==> config.mk <==
export PLATFORM = sky130hd
export DESIGN_NAME = reservation_station
export DESIGN_NICKNAME = d
export VERILOG_FILES = /design/src/rtl/rs_pkg.sv /design/src/rtl/rs_slot.sv /design/src/rtl/rs_age_pick.sv /design/src/rtl/rs_free_find.sv /design/src/rtl/reservation_station.sv
export SDC_FILE = /design/constraint.sdc
export NUM_CORES = 1
export LEC_CHECK = 0
export BUFFER_PORTS_ARGS = -buffer_cell sky130_fd_sc_hd__buf_2
export CORE_MARGIN = 1.5
export CORE_UTILIZATION = 35
export DETAILED_ROUTE_END_ITERATION = 8
export GPL_ROUTABILITY_DRIVEN = 0
export PLACE_DENSITY = 0.63
export SETUP_SLACK_MARGIN = 0.1
export SKIP_LAST_GASP = 1
export SYNTH_ARGS = -nofsm -noshare
export SYNTH_HDL_FRONTEND = slang
export SYNTH_SLANG_ARGS = --single-unit
==> constraint.sdc <==
create_clock -name clk -period 3.05 [get_ports clk]
set_input_delay 0.4575 -clock clk [delete_from_list [all_inputs] [get_ports clk]]
set_output_delay 0.4575 -clock clk [all_outputs]
set_load 0.005 [all_outputs]
==> src/rtl/rs_pkg.sv <==
package rs_pkg;

  // Tag value that marks a source as holding a valid value.
  localparam int unsigned TAG_HAVE_VALUE = 0;

  // A pending source wakes when the bus carries its producer's tag.
  function automatic logic tag_wakes(input logic [31:0] pend_tag,
                                     input logic        bus_valid,
                                     input logic [31:0] bus_tag);
    return bus_valid && (pend_tag != 32'(TAG_HAVE_VALUE)) && (pend_tag == bus_tag);
  endfunction

  // An entry can start once both sources hold values.
  function automatic logic srcs_present(input logic [31:0] tag_a,
                                        input logic [31:0] tag_b);
    return (tag_a == 32'(TAG_HAVE_VALUE)) && (tag_b == 32'(TAG_HAVE_VALUE));
  endfunction

endpackage

==> src/rtl/rs_slot.sv <==
module rs_slot #(
  parameter int OP_W  = 4,
  parameter int TAG_W = 4,
  parameter int DW    = 16
) (
  input  logic             clk,
  input  logic             rst_n,
  input  logic             alloc,
  input  logic             release_now,
  input  logic [OP_W-1:0]  in_op,
  input  logic [TAG_W-1:0] in_dest,
  input  logic [TAG_W-1:0] in_a_tag,
  input  logic [DW-1:0]    in_a_val,
  input  logic [TAG_W-1:0] in_b_tag,
  input  logic [DW-1:0]    in_b_val,
  input  logic             bc_valid,
  input  logic [TAG_W-1:0] bc_tag,
  input  logic [DW-1:0]    bc_val,
  output logic             occ,
  output logic             ready,
  output logic [OP_W-1:0]  op,
  output logic [TAG_W-1:0] dest,
  output logic [DW-1:0]    a_val,
  output logic [DW-1:0]    b_val
);
  import rs_pkg::*;

  logic [TAG_W-1:0] a_tag, b_tag;

  // Wakeup events, named for visibility.
  logic wake_in_a, wake_in_b, wake_a, wake_b;
  assign wake_in_a = tag_wakes(32'(in_a_tag), bc_valid, 32'(bc_tag));
  assign wake_in_b = tag_wakes(32'(in_b_tag), bc_valid, 32'(bc_tag));
  assign wake_a    = occ && tag_wakes(32'(a_tag), bc_valid, 32'(bc_tag));
  assign wake_b    = occ && tag_wakes(32'(b_tag), bc_valid, 32'(bc_tag));

  always_ff @(posedge clk) begin
    if (!rst_n) begin
      occ   <= 1'b0;
      op    <= '0;
      dest  <= '0;
      a_tag <= '0;
      b_tag <= '0;
      a_val <= '0;
      b_val <= '0;
    end else if (alloc) begin
      occ   <= 1'b1;
      op    <= in_op;
      dest  <= in_dest;
      a_tag <= wake_in_a ? '0 : in_a_tag;
      a_val <= wake_in_a ? bc_val : in_a_val;
      b_tag <= wake_in_b ? '0 : in_b_tag;
      b_val <= wake_in_b ? bc_val : in_b_val;
    end else begin
      if (release_now) occ <= 1'b0;
      if (wake_a) begin
        a_tag <= '0;
        a_val <= bc_val;
      end
      if (wake_b) begin
        b_tag <= '0;
        b_val <= bc_val;
      end
    end
  end

  assign ready = occ && srcs_present(32'(a_tag), 32'(b_tag));

endmodule

==> src/rtl/rs_age_pick.sv <==
module rs_age_pick #(
  parameter int N = 4
) (
  input  logic         clk,
  input  logic         rst_n,
  input  logic [N-1:0] alloc_oh,
  input  logic [N-1:0] occ,
  input  logic [N-1:0] ready,
  output logic [N-1:0] pick_oh
);
  // ahead[i][j] = 1: entry j was allocated before entry i.
  logic [N-1:0] ahead [N];

  for (genvar i = 0; i < N; i++) begin : g_row
    always_ff @(posedge clk) begin
      if (!rst_n)           ahead[i] <= '0;
      else if (alloc_oh[i]) ahead[i] <= occ;
      else                  ahead[i] <= ahead[i] & ~alloc_oh;
    end
    assign pick_oh[i] = ready[i] && !(|(ahead[i] & ready));
  end

endmodule

==> src/rtl/rs_free_find.sv <==
module rs_free_find #(
  parameter int N = 4
) (
  input  logic [N-1:0] occ,
  output logic [N-1:0] free_oh
);
  always_comb begin
    logic found;
    found   = 1'b0;
    free_oh = '0;
    for (int i = 0; i < N; i++) begin
      if (!occ[i] && !found) begin
        free_oh[i] = 1'b1;
        found      = 1'b1;
      end
    end
  end
endmodule

==> src/rtl/reservation_station.sv <==
module reservation_station #(
  parameter int DEPTH = 4,
  parameter int OP_W  = 4,
  parameter int TAG_W = 4,
  parameter int DW    = 16
) (
  input  logic             clk,
  input  logic             rst_n,
  input  logic             iss_valid,
  input  logic [OP_W-1:0]  iss_opcode,
  input  logic [TAG_W-1:0] iss_dest,
  input  logic [TAG_W-1:0] iss_a_tag,
  input  logic [DW-1:0]    iss_a_val,
  input  logic [TAG_W-1:0] iss_b_tag,
  input  logic [DW-1:0]    iss_b_val,
  input  logic             bc_valid,
  input  logic [TAG_W-1:0] bc_tag,
  input  logic [DW-1:0]    bc_val,
  output logic             rs_full,
  input  logic             fu_busy,
  output logic             fu_start,
  output logic [OP_W-1:0]  fu_opcode,
  output logic [TAG_W-1:0] fu_dest,
  output logic [DW-1:0]    fu_a,
  output logic [DW-1:0]    fu_b
);
  localparam int IDX_W = (DEPTH > 1) ? $clog2(DEPTH) : 1;

  logic [DEPTH-1:0] occ, ready, free_oh, alloc_oh, pick_oh, release_oh;
  logic             iss_take;
  logic [IDX_W-1:0] pick_idx;

  logic [OP_W-1:0]  s_op   [DEPTH];
  logic [TAG_W-1:0] s_dest [DEPTH];
  logic [DW-1:0]    s_a    [DEPTH];
  logic [DW-1:0]    s_b    [DEPTH];

  assign rs_full    = &occ;
  assign iss_take   = iss_valid && !rs_full;
  assign alloc_oh   = free_oh & {DEPTH{iss_take}};
  assign fu_start   = (|pick_oh) && !fu_busy;
  assign release_oh = pick_oh & {DEPTH{fu_start}};

  rs_free_find #(.N(DEPTH)) u_free (
    .occ     (occ),
    .free_oh (free_oh)
  );

  rs_age_pick #(.N(DEPTH)) u_age (
    .clk      (clk),
    .rst_n    (rst_n),
    .alloc_oh (alloc_oh),
    .occ      (occ),
    .ready    (ready),
    .pick_oh  (pick_oh)
  );

  for (genvar i = 0; i < DEPTH; i++) begin : g_slot
    rs_slot #(.OP_W(OP_W), .TAG_W(TAG_W), .DW(DW)) u_slot (
      .clk         (clk),
      .rst_n       (rst_n),
      .alloc       (alloc_oh[i]),
      .release_now (release_oh[i]),
      .in_op       (iss_opcode),
      .in_dest     (iss_dest),
      .in_a_tag    (iss_a_tag),
      .in_a_val    (iss_a_val),
      .in_b_tag    (iss_b_tag),
      .in_b_val    (iss_b_val),
      .bc_valid    (bc_valid),
      .bc_tag      (bc_tag),
      .bc_val      (bc_val),
      .occ         (occ[i]),
      .ready       (ready[i]),
      .op          (s_op[i]),
      .dest        (s_dest[i]),
      .a_val       (s_a[i]),
      .b_val       (s_b[i])
    );
  end

  always_comb begin
    pick_idx = '0;
    for (int i = 0; i < DEPTH; i++) begin
      if (pick_oh[i]) pick_idx = IDX_W'(i);
    end
  end

  assign fu_opcode = s_op[pick_idx];
  assign fu_dest   = s_dest[pick_idx];
  assign fu_a      = s_a[pick_idx];
  assign fu_b      = s_b[pick_idx];

endmodule

==> results of run 1 <==
## state kept, by name (all words and copies together) (netlist names)
register	cells
g_slot.u_slot.op	16
g_slot.u_slot.a_tag	16
g_slot.u_slot.occ	4
g_slot.u_slot.b_val	64
u_age.ahead	16
g_slot.u_slot.dest	16
g_slot.u_slot.b_tag	16
g_slot.u_slot.a_val	64
## worst max path at each step
stage                    end  cells after the start
global route         fu_b[0]                     10
finish               fu_b[0]                      9
CTS                  fu_b[0]                      9
floorplan            fu_a[0]                      8
global placement    fu_a[15]                      8
detailed placement  fu_a[15]                      8
## synth_stat cells (all sizes together), types with 3 or more instances
library cell	number	area share, %
and4	3	0.23
a21boi	45	2.9
nor2	5	0.16
and2	42	2.3
o221ai	40	5.0
nand4b	3	0.23
nor4	8	0.43
a21oi	43	1.8
nand2b	9	0.48
nor2b	8	0.43
buf	48	2.3
nor3b	4	0.30
nand2	364	12
and3	127	6.8
nor3	20	0.95
or3	4	0.21
nand3	41	1.8
dfxtp	196	34
xor2	24	1.8
nand4	5	0.27
clkbuf	88	2.8
edfxtp	16	4.1
a222oi	7	0.60
o21ai	85	3.7
mux2i	153	13
xnor2	6	0.45
## power by group through the flow
stage / sequential [uW] / combinational, uW / clock (uW)
floorplan: 3040 / 562 / 0
global placement: 3060 / 885 / 0
detailed placement: 3060 / 899 / 0
CTS: 3000 / 946 / 3040
global route: 3020 / 1080 / 3170
finish: 3010 / 996 / 3020
## cells by family after synthesis
logic type      count (synthesis)  share of synthesized area [%]
xor+xnor                       30                           2.26
buf+inv                       138                           5.22
simple gates                  648                           26.6
mux                           153                           13.1
flops                         212                           37.8
compound gates                230                           14.9
other cells                     1                         0.0322
## cell type report
| type | count | area [um^2] | area share, % |
|---|---|---|---|
| Tap cell | 442 | 553 | 3.90 |
| Sequential cell | 212 | 4420 | 31.2 |
| Clock inverter | 11 | 126 | 0.891 |
| Antenna cell | 1 | 2.50 | 0.0176 |
| Multi-Input combinational cell | 1077 | 7010 | 49.4 |
| Inverter | 2 | 7.51 | 0.0529 |
| Timing Repair Buffer | 175 | 1380 | 9.69 |
| Clock buffer | 32 | 691 | 4.87 |
## critical path, cell delays in order, from the launching register on
cell	delay [ps]
sky130_fd_sc_hd__dfxtp_2	340
sky130_fd_sc_hd__nor3_2	240
sky130_fd_sc_hd__and4_4	320
sky130_fd_sc_hd__a22oi_2	100
sky130_fd_sc_hd__nand4b_1	100
sky130_fd_sc_hd__buf_4	160
sky130_fd_sc_hd__bufbuf_16	360
sky130_fd_sc_hd__a21oi_1	90
sky130_fd_sc_hd__o21ai_1	190
sky130_fd_sc_hd__buf_2	150
## per-layer routing
layer  track usage (%)  vias up  part of all wire (%)
li1                  -     5062                     -
met1              30.7     5200                    43
met2              36.7      490                    46
met3              2.75       71                   8.0
met4              9.01        0                   3.3
met5                 0        -                     0
## through the flow
stage                     utilization, %  hold WS, ps  setup TNS [ps]  instances
after CTS                           42.7          203           -16.7       1943
after global placement              39.2          450               0       1890
after global routing                43.5          219           -2140       1952
after floorplan                        -          443               0       1427
final                               43.5          214               0       1952
after detailed placement            39.2          456               0       1890
## cell usage in the layout, fill, tap and decap left out, types with 34 or more instances in the layout
cell | Yosys | layout
sky130_fd_sc_hd__dfxtp_1 | 196 | 182
sky130_fd_sc_hd__o221ai_2 | 38 | 38
sky130_fd_sc_hd__o21ai_0 | 34 | 34
sky130_fd_sc_hd__a21boi_0 | 41 | 41
sky130_fd_sc_hd__and2_1 | 42 | 42
sky130_fd_sc_hd__nand2_1 | 364 | 364
sky130_fd_sc_hd__buf_4 | 4 | 36
sky130_fd_sc_hd__mux2i_1 | 153 | 153
sky130_fd_sc_hd__and3_1 | 127 | 126
sky130_fd_sc_hd__buf_2 | 36 | 113
sky130_fd_sc_hd__nand3_1 | 41 | 40
## what timing repair did
| item | in CTS | in global routing |
|---|---|---|
| pin swaps | 15 | 15 |
| endpoints found under the setup margin | 41 | 41 |
| resized for setup | 51 | 25 |
| buffers inserted | 6 | 2 |
| cloned | 4 | 6 |
==> reports/metrics.json, run 1 <==
{
  "outcome": "completed",
  "n_fill_cell": 3175,
  "drt_first_iter_violations": 924,
  "grt_first_pass_wirelength_mm": 60.2,
  "crit_path_max_fanout": 26,
  "r2r_slack_ps": 660,
  "share_clk_of_total_power_pct": 43.0,
  "r2r-start": "g_slot[0].u_slot.occ",
  "globalRouteOverflowTotal": 0,
  "areaGrowthSynthToFinish_pct": 21.7,
  "count_of_distinct_cell_types_in_the_synthesized_netlist": 51,
  "timing.reg2reg.worst_path_depth": 6,
  "crit_path_launch_type": "flop",
  "slew_at_the_pin_closest_to_its_max_slew_limit_ps": 1040,
  "track_usage_pct": 22.7,
  "y_dimension_of_the_die_um": 185,
  "end_kind": "output pin",
  "num_vias": 10800,
  "seqPwrFrac_pct": 42.8,
  "worst_relative_slew_slack_pct": 30.5,
  "power.density_nw_per_um2": 495,
  "die_w_um": 185,
  "reg2reg_to": "u_age.ahead[0][3]",
  "final_hold_violations": 0,
  "placedInstanceArea_um2": 12800,
  "place_hpwl_mm": 24.0,
  "detail_route.wirelength_mm": 40.6,
  "ir_drop_uv": 294,
  "ys_dominant_reg_cell": "sky130_fd_sc_hd__dfxtp_1",
  "initial_core_util_pct": 35.7,
  "post_synth.cell_area_avg_um2": 8.25,
  "total_power_uw": 7020,
  "power_switching_share_pct": 27.0,
  "slew_violations": 0,
  "tritoncts": "yes",
  "io_count": 115,
  "critical_path_required_ps": 2590,
  "grt_antenna_before_repair": 1,
  "detail_route.first_pass.iterations": 7,
  "netlist_area_um2": 11600,
  "internal-power_uw": 5120,
  "worst_clock_skew_ps": 25.8,
  "cts.path.max_buffers": 3,
  "arrival_ps": 2590,
  "period_minus_slack_ps": 3050,
  "synth_cells": 1412,
  "max_freq_mhz": 328,
  "yosysWarnings": 0,
  "synth-seq-cells": 212,
  "tritoncts.num_buffers": 24,
  "rsz_0062_raised_after_global_routing": "yes",
  "hold-path-cell-count": 3,
  "core_area_um2": 32600,
  "timing.setup.critical_path_class": "reg2out",
  "cts.htree.levels": 1,
  "grt_start_max_net_pins": 81,
  "detail_route.vias_per_cell": 5.54,
  "fin_area_um2": 14200,
  "timing.max_cap.violations": 0,
  "port_buffers": 114,
  "design.die.area_um2": 34400,
  "setup-violations-final": 0,
  "final_antenna_net_count": 0,
  "cts_sinks": 212,
  "combinationalPowerShare_pct": 14.2,
  "final.period_utilization_pct": 99.9,
  "pre_cts_slack_ps": 187,
  "synth_enable_flop_cells": 16,
  "drt-wirelength-per-cell_um": 20.8,
  "postCtsHoldBufs": 0,
  "p_leak_uw": 0.00705,
  "timing.hold.worst_endpoint": "g_slot[0].u_slot.dest[2]",
  "final_layout_size_suffix_gt1_share_pct": 22.3,
  "placementRows": 66,
  "setup.worst_path.start": "g_slot[0].u_slot.a_tag[3]",
  "ys_seq_area_share_pct": 37.8,
  "design.final.nets": 1565,
  "drc": 0,
  "timing.hold.worst.class": "in2reg",
  "switchingPower_uw": 1900,
  "timing.hold.worst.start": "iss_dest[2]",
  "clockRootBuffer": "sky130_fd_sc_hd__clkbuf_16",
  "via_count_of_the_first_global_routing_pass": 10100,
  "clkSlewWorstSetupHoldPaths_ps": 60,
  "setup_slack_ps": 1.92,
  "synth-async-reset-ratio_pct": 0,
  "clock_latency_ps": 540
}
Note: power is estimated with default switching activity, not from simulation.
==> inputs of run 2 (changes only) <==
--- a/config.mk
+++ b/config.mk
@@ -6,6 +6,7 @@
 export NUM_CORES = 1
 export LEC_CHECK = 0
 export BUFFER_PORTS_ARGS = -buffer_cell sky130_fd_sc_hd__buf_2
+export CORE_ASPECT_RATIO = 1.4
 export CORE_MARGIN = 1.5
 export CORE_UTILIZATION = 35
 export DETAILED_ROUTE_END_ITERATION = 8
==> run 2 against run 1 <==
- global-route usage up 0.073 points
- cell count up 0.61%
- sequential share of layout area down 0.28 points
- fmax up 0.51%
- critical endpoint is now fu_a[13]
- highest routed layer unchanged
==> reports/metrics.json, run 2 (synthesis gave the netlist of run 1 again) <==
{
  "outcome": "completed",
  "clockRootBuffer": "sky130_fd_sc_hd__clkbuf_16",
  "setup-violations-final": 0,
  "fin_hold_ws_ps": 231,
  "track_usage_pct": 22.8,
  "postCtsHoldBufs": 0,
  "place_hpwl_mm": 25.2,
  "power_switching_share_pct": 26.5,
  "cts.htree.levels": 1,
  "design.die.area_um2": 34400,
  "internal-power_uw": 5000,
  "crit_path_max_fanout": 6,
  "grtUsageMet1_pct": 28.0,
  "cts.path.max_buffers": 3,
  "n_fill_cell": 3282,
  "clkSlewWorstSetupHoldPaths_ps": 60,
  "placementRows": 78,
  "top_usage_layer": "met2",
  "detail_route.first_pass.iterations": 5,
  "ir_drop_uv": 418,
  "core_area_um2": 32600,
  "end_kind": "output pin",
  "final.period_utilization_pct": 99.4,
  "share_clk_of_total_power_pct": 41.3,
  "placedInstanceArea_um2": 12800,
  "arrival_ps": 2580,
  "final_layout_size_suffix_gt1_share_pct": 22.3,
  "rsz_0062_raised_after_global_routing": "yes",
  "layout.cells.most_common": "sky130_fd_sc_hd__nand2_1",
  "drt_first_iter_violations": 801,
  "timing.hold.worst.class": "in2reg",
  "final_cell_mix": "363 x sky130_fd_sc_hd__nand2_1, 179 x sky130_fd_sc_hd__dfxtp_1, 153 x sky130_fd_sc_hd__mux2i_1",
  "p_leak_uw": 0.00712,
  "timing.reg2reg.worst_path_depth": 7,
  "power.density_nw_per_um2": 475,
  "grt_start_max_net_pins": 114,
  "fin_area_um2": 14300,
  "drt-wirelength-per-cell_um": 20.2,
  "worst_relative_slew_slack_pct": 22.7,
  "cp_cell_instances": "nor4b_2 > nand3_1 > a2111o_1 > o21ai_4 > buf_12 > buf_6 > o221ai_2 > o21ai_1 > buf_2",
  "io_count": 115,
  "detail_route.vias_per_cell": 5.45,
  "design.final.nets": 1581,
  "num_vias": 10700,
  "clock_latency_ps": 520,
  "initial_core_util_pct": 35.7,
  "max_freq_mhz": 330,
  "areaGrowthSynthToFinish_pct": 23.0,
  "slew_violations": 0,
  "combinationalPowerShare_pct": 14.5,
  "y_dimension_of_the_die_um": 219,
  "seqPwrFrac_pct": 44.2,
  "cts_sinks": 212,
  "hold-path-cell-count": 3,
  "final_antenna_net_count": 0,
  "grt_first_pass_wirelength_mm": 60.5,
  "use_met3_pct": 2.45,
  "critical_path_required_ps": 2590,
  "detail_route.wirelength_mm": 39.7,
  "tritoncts.num_buffers": 22,
  "slew_at_the_pin_closest_to_its_max_slew_limit_ps": 1160,
  "die_w_um": 157,
  "summed_negative_setup_slack_over_all_endpoints_ps": 0,
  "switchingPower_uw": 1810,
  "port_buffers": 114,
  "period_minus_slack_ps": 3030,
  "grt_antenna_before_repair": 1,
  "timing.setup.critical_path_class": "reg2out",
  "max_stage_delay_ps": 430,
  "timing.max_cap.violations": 0,
  "via_count_of_the_first_global_routing_pass": 10500,
  "grt.met2_usage_pct": 39.9,
  "reg.largest.list": "g_slot.u_slot.a_val (64), g_slot.u_slot.b_val (64)",
  "drc": 0,
  "tritoncts": "yes",
  "final_hold_violations": 0,
  "globalRouteOverflowTotal": 0,
  "crit_path_launch_type": "flop",
  "worst_clock_skew_ps": 10.8,
  "critical-path-slowest-cell": "sky130_fd_sc_hd__edfxtp_1"
}
[run 2: cell types whose count changed in the layout (fill, tap and decap cells not counted), sizes merged]
cell | previous run | this run
inv | 6 | 2
clkinv | 4 | 7
buf | 171 | 189
clkbuf | 35 | 31
bufbuf | 1 | 2
[run 2: area by class of cell]
class	instances	area, um^2	area share (%)
Multi-Input combinational cell	1077	7060	49.2
Sequential cell	212	4430	30.9
Timing Repair Buffer	193	1550	10.8
Clock buffer	29	639	4.46
Tap cell	440	551	3.84
Clock inverter	10	101	0.707
Inverter	2	7.51	0.0524
Antenna cell	1	2.50	0.0175
[run 2: worst paths after layout]
path / slack [ps] / end / start
worst max-delay path: 20 / fu_a[13] / u_age.ahead[1][1]
worst min-delay path: 230 / g_slot[1].u_slot.dest[2] / iss_dest[2]
worst max register to register: 470 / g_slot[3].u_slot.a_val[0] / g_slot[3].u_slot.a_tag[0]
worst min register to register: 460 / g_slot[3].u_slot.op[2] / g_slot[3].u_slot.op[2]
[run 2: per-stage QoR]
step	utilization, %	instances	power (uW)	setup slack [ps]
after CTS	43.2	1958	6810	-5.22
after floorplan	-	1427	3600	791
final	44.0	1964	6810	17.3
after global routing	44.0	1964	7030	-84.8
after detailed placement	39.4	1897	3960	125
after global placement	39.4	1897	3950	181
[run 2: repair_timing]
action | CTS | global route
endpoints found under the hold margin | 0 | 0
setup endpoints to repair | 41 | 41
pin swaps | 26 | 14
buffers inserted | 16 | 3
resized for setup | 52 | 34
cloned | 6 | 2
[run 2: per-layer routing]
metal  vias up  share of wire (%)  wire, um
met4         0                3.8      1510
met2       379                 50     19800
met5         -                  0         0
li1       5097                  -         -
met1      5143                 41     16100
met3        85                5.8      2300
[run 2: critical path: cells and delay by family (launching register included)]
family	cells	cell delay (ps)
buffers and inverters	3	480
flip-flops	1	430
AND/OR/NAND/NOR	2	360
AO/OA/AOI/OAI	4	790
[run 2: power groups by stage]
| stage | registers (uW) | logic, uW | clock network [uW] |
|---|---|---|---|
| CTS | 3000 | 968 | 2850 |
| global route | 3020 | 1070 | 2940 |
| detailed placement | 3060 | 899 | 0 |
| finish | 3010 | 990 | 2810 |
| global placement | 3060 | 891 | 0 |
| floorplan | 3040 | 562 | 0 |
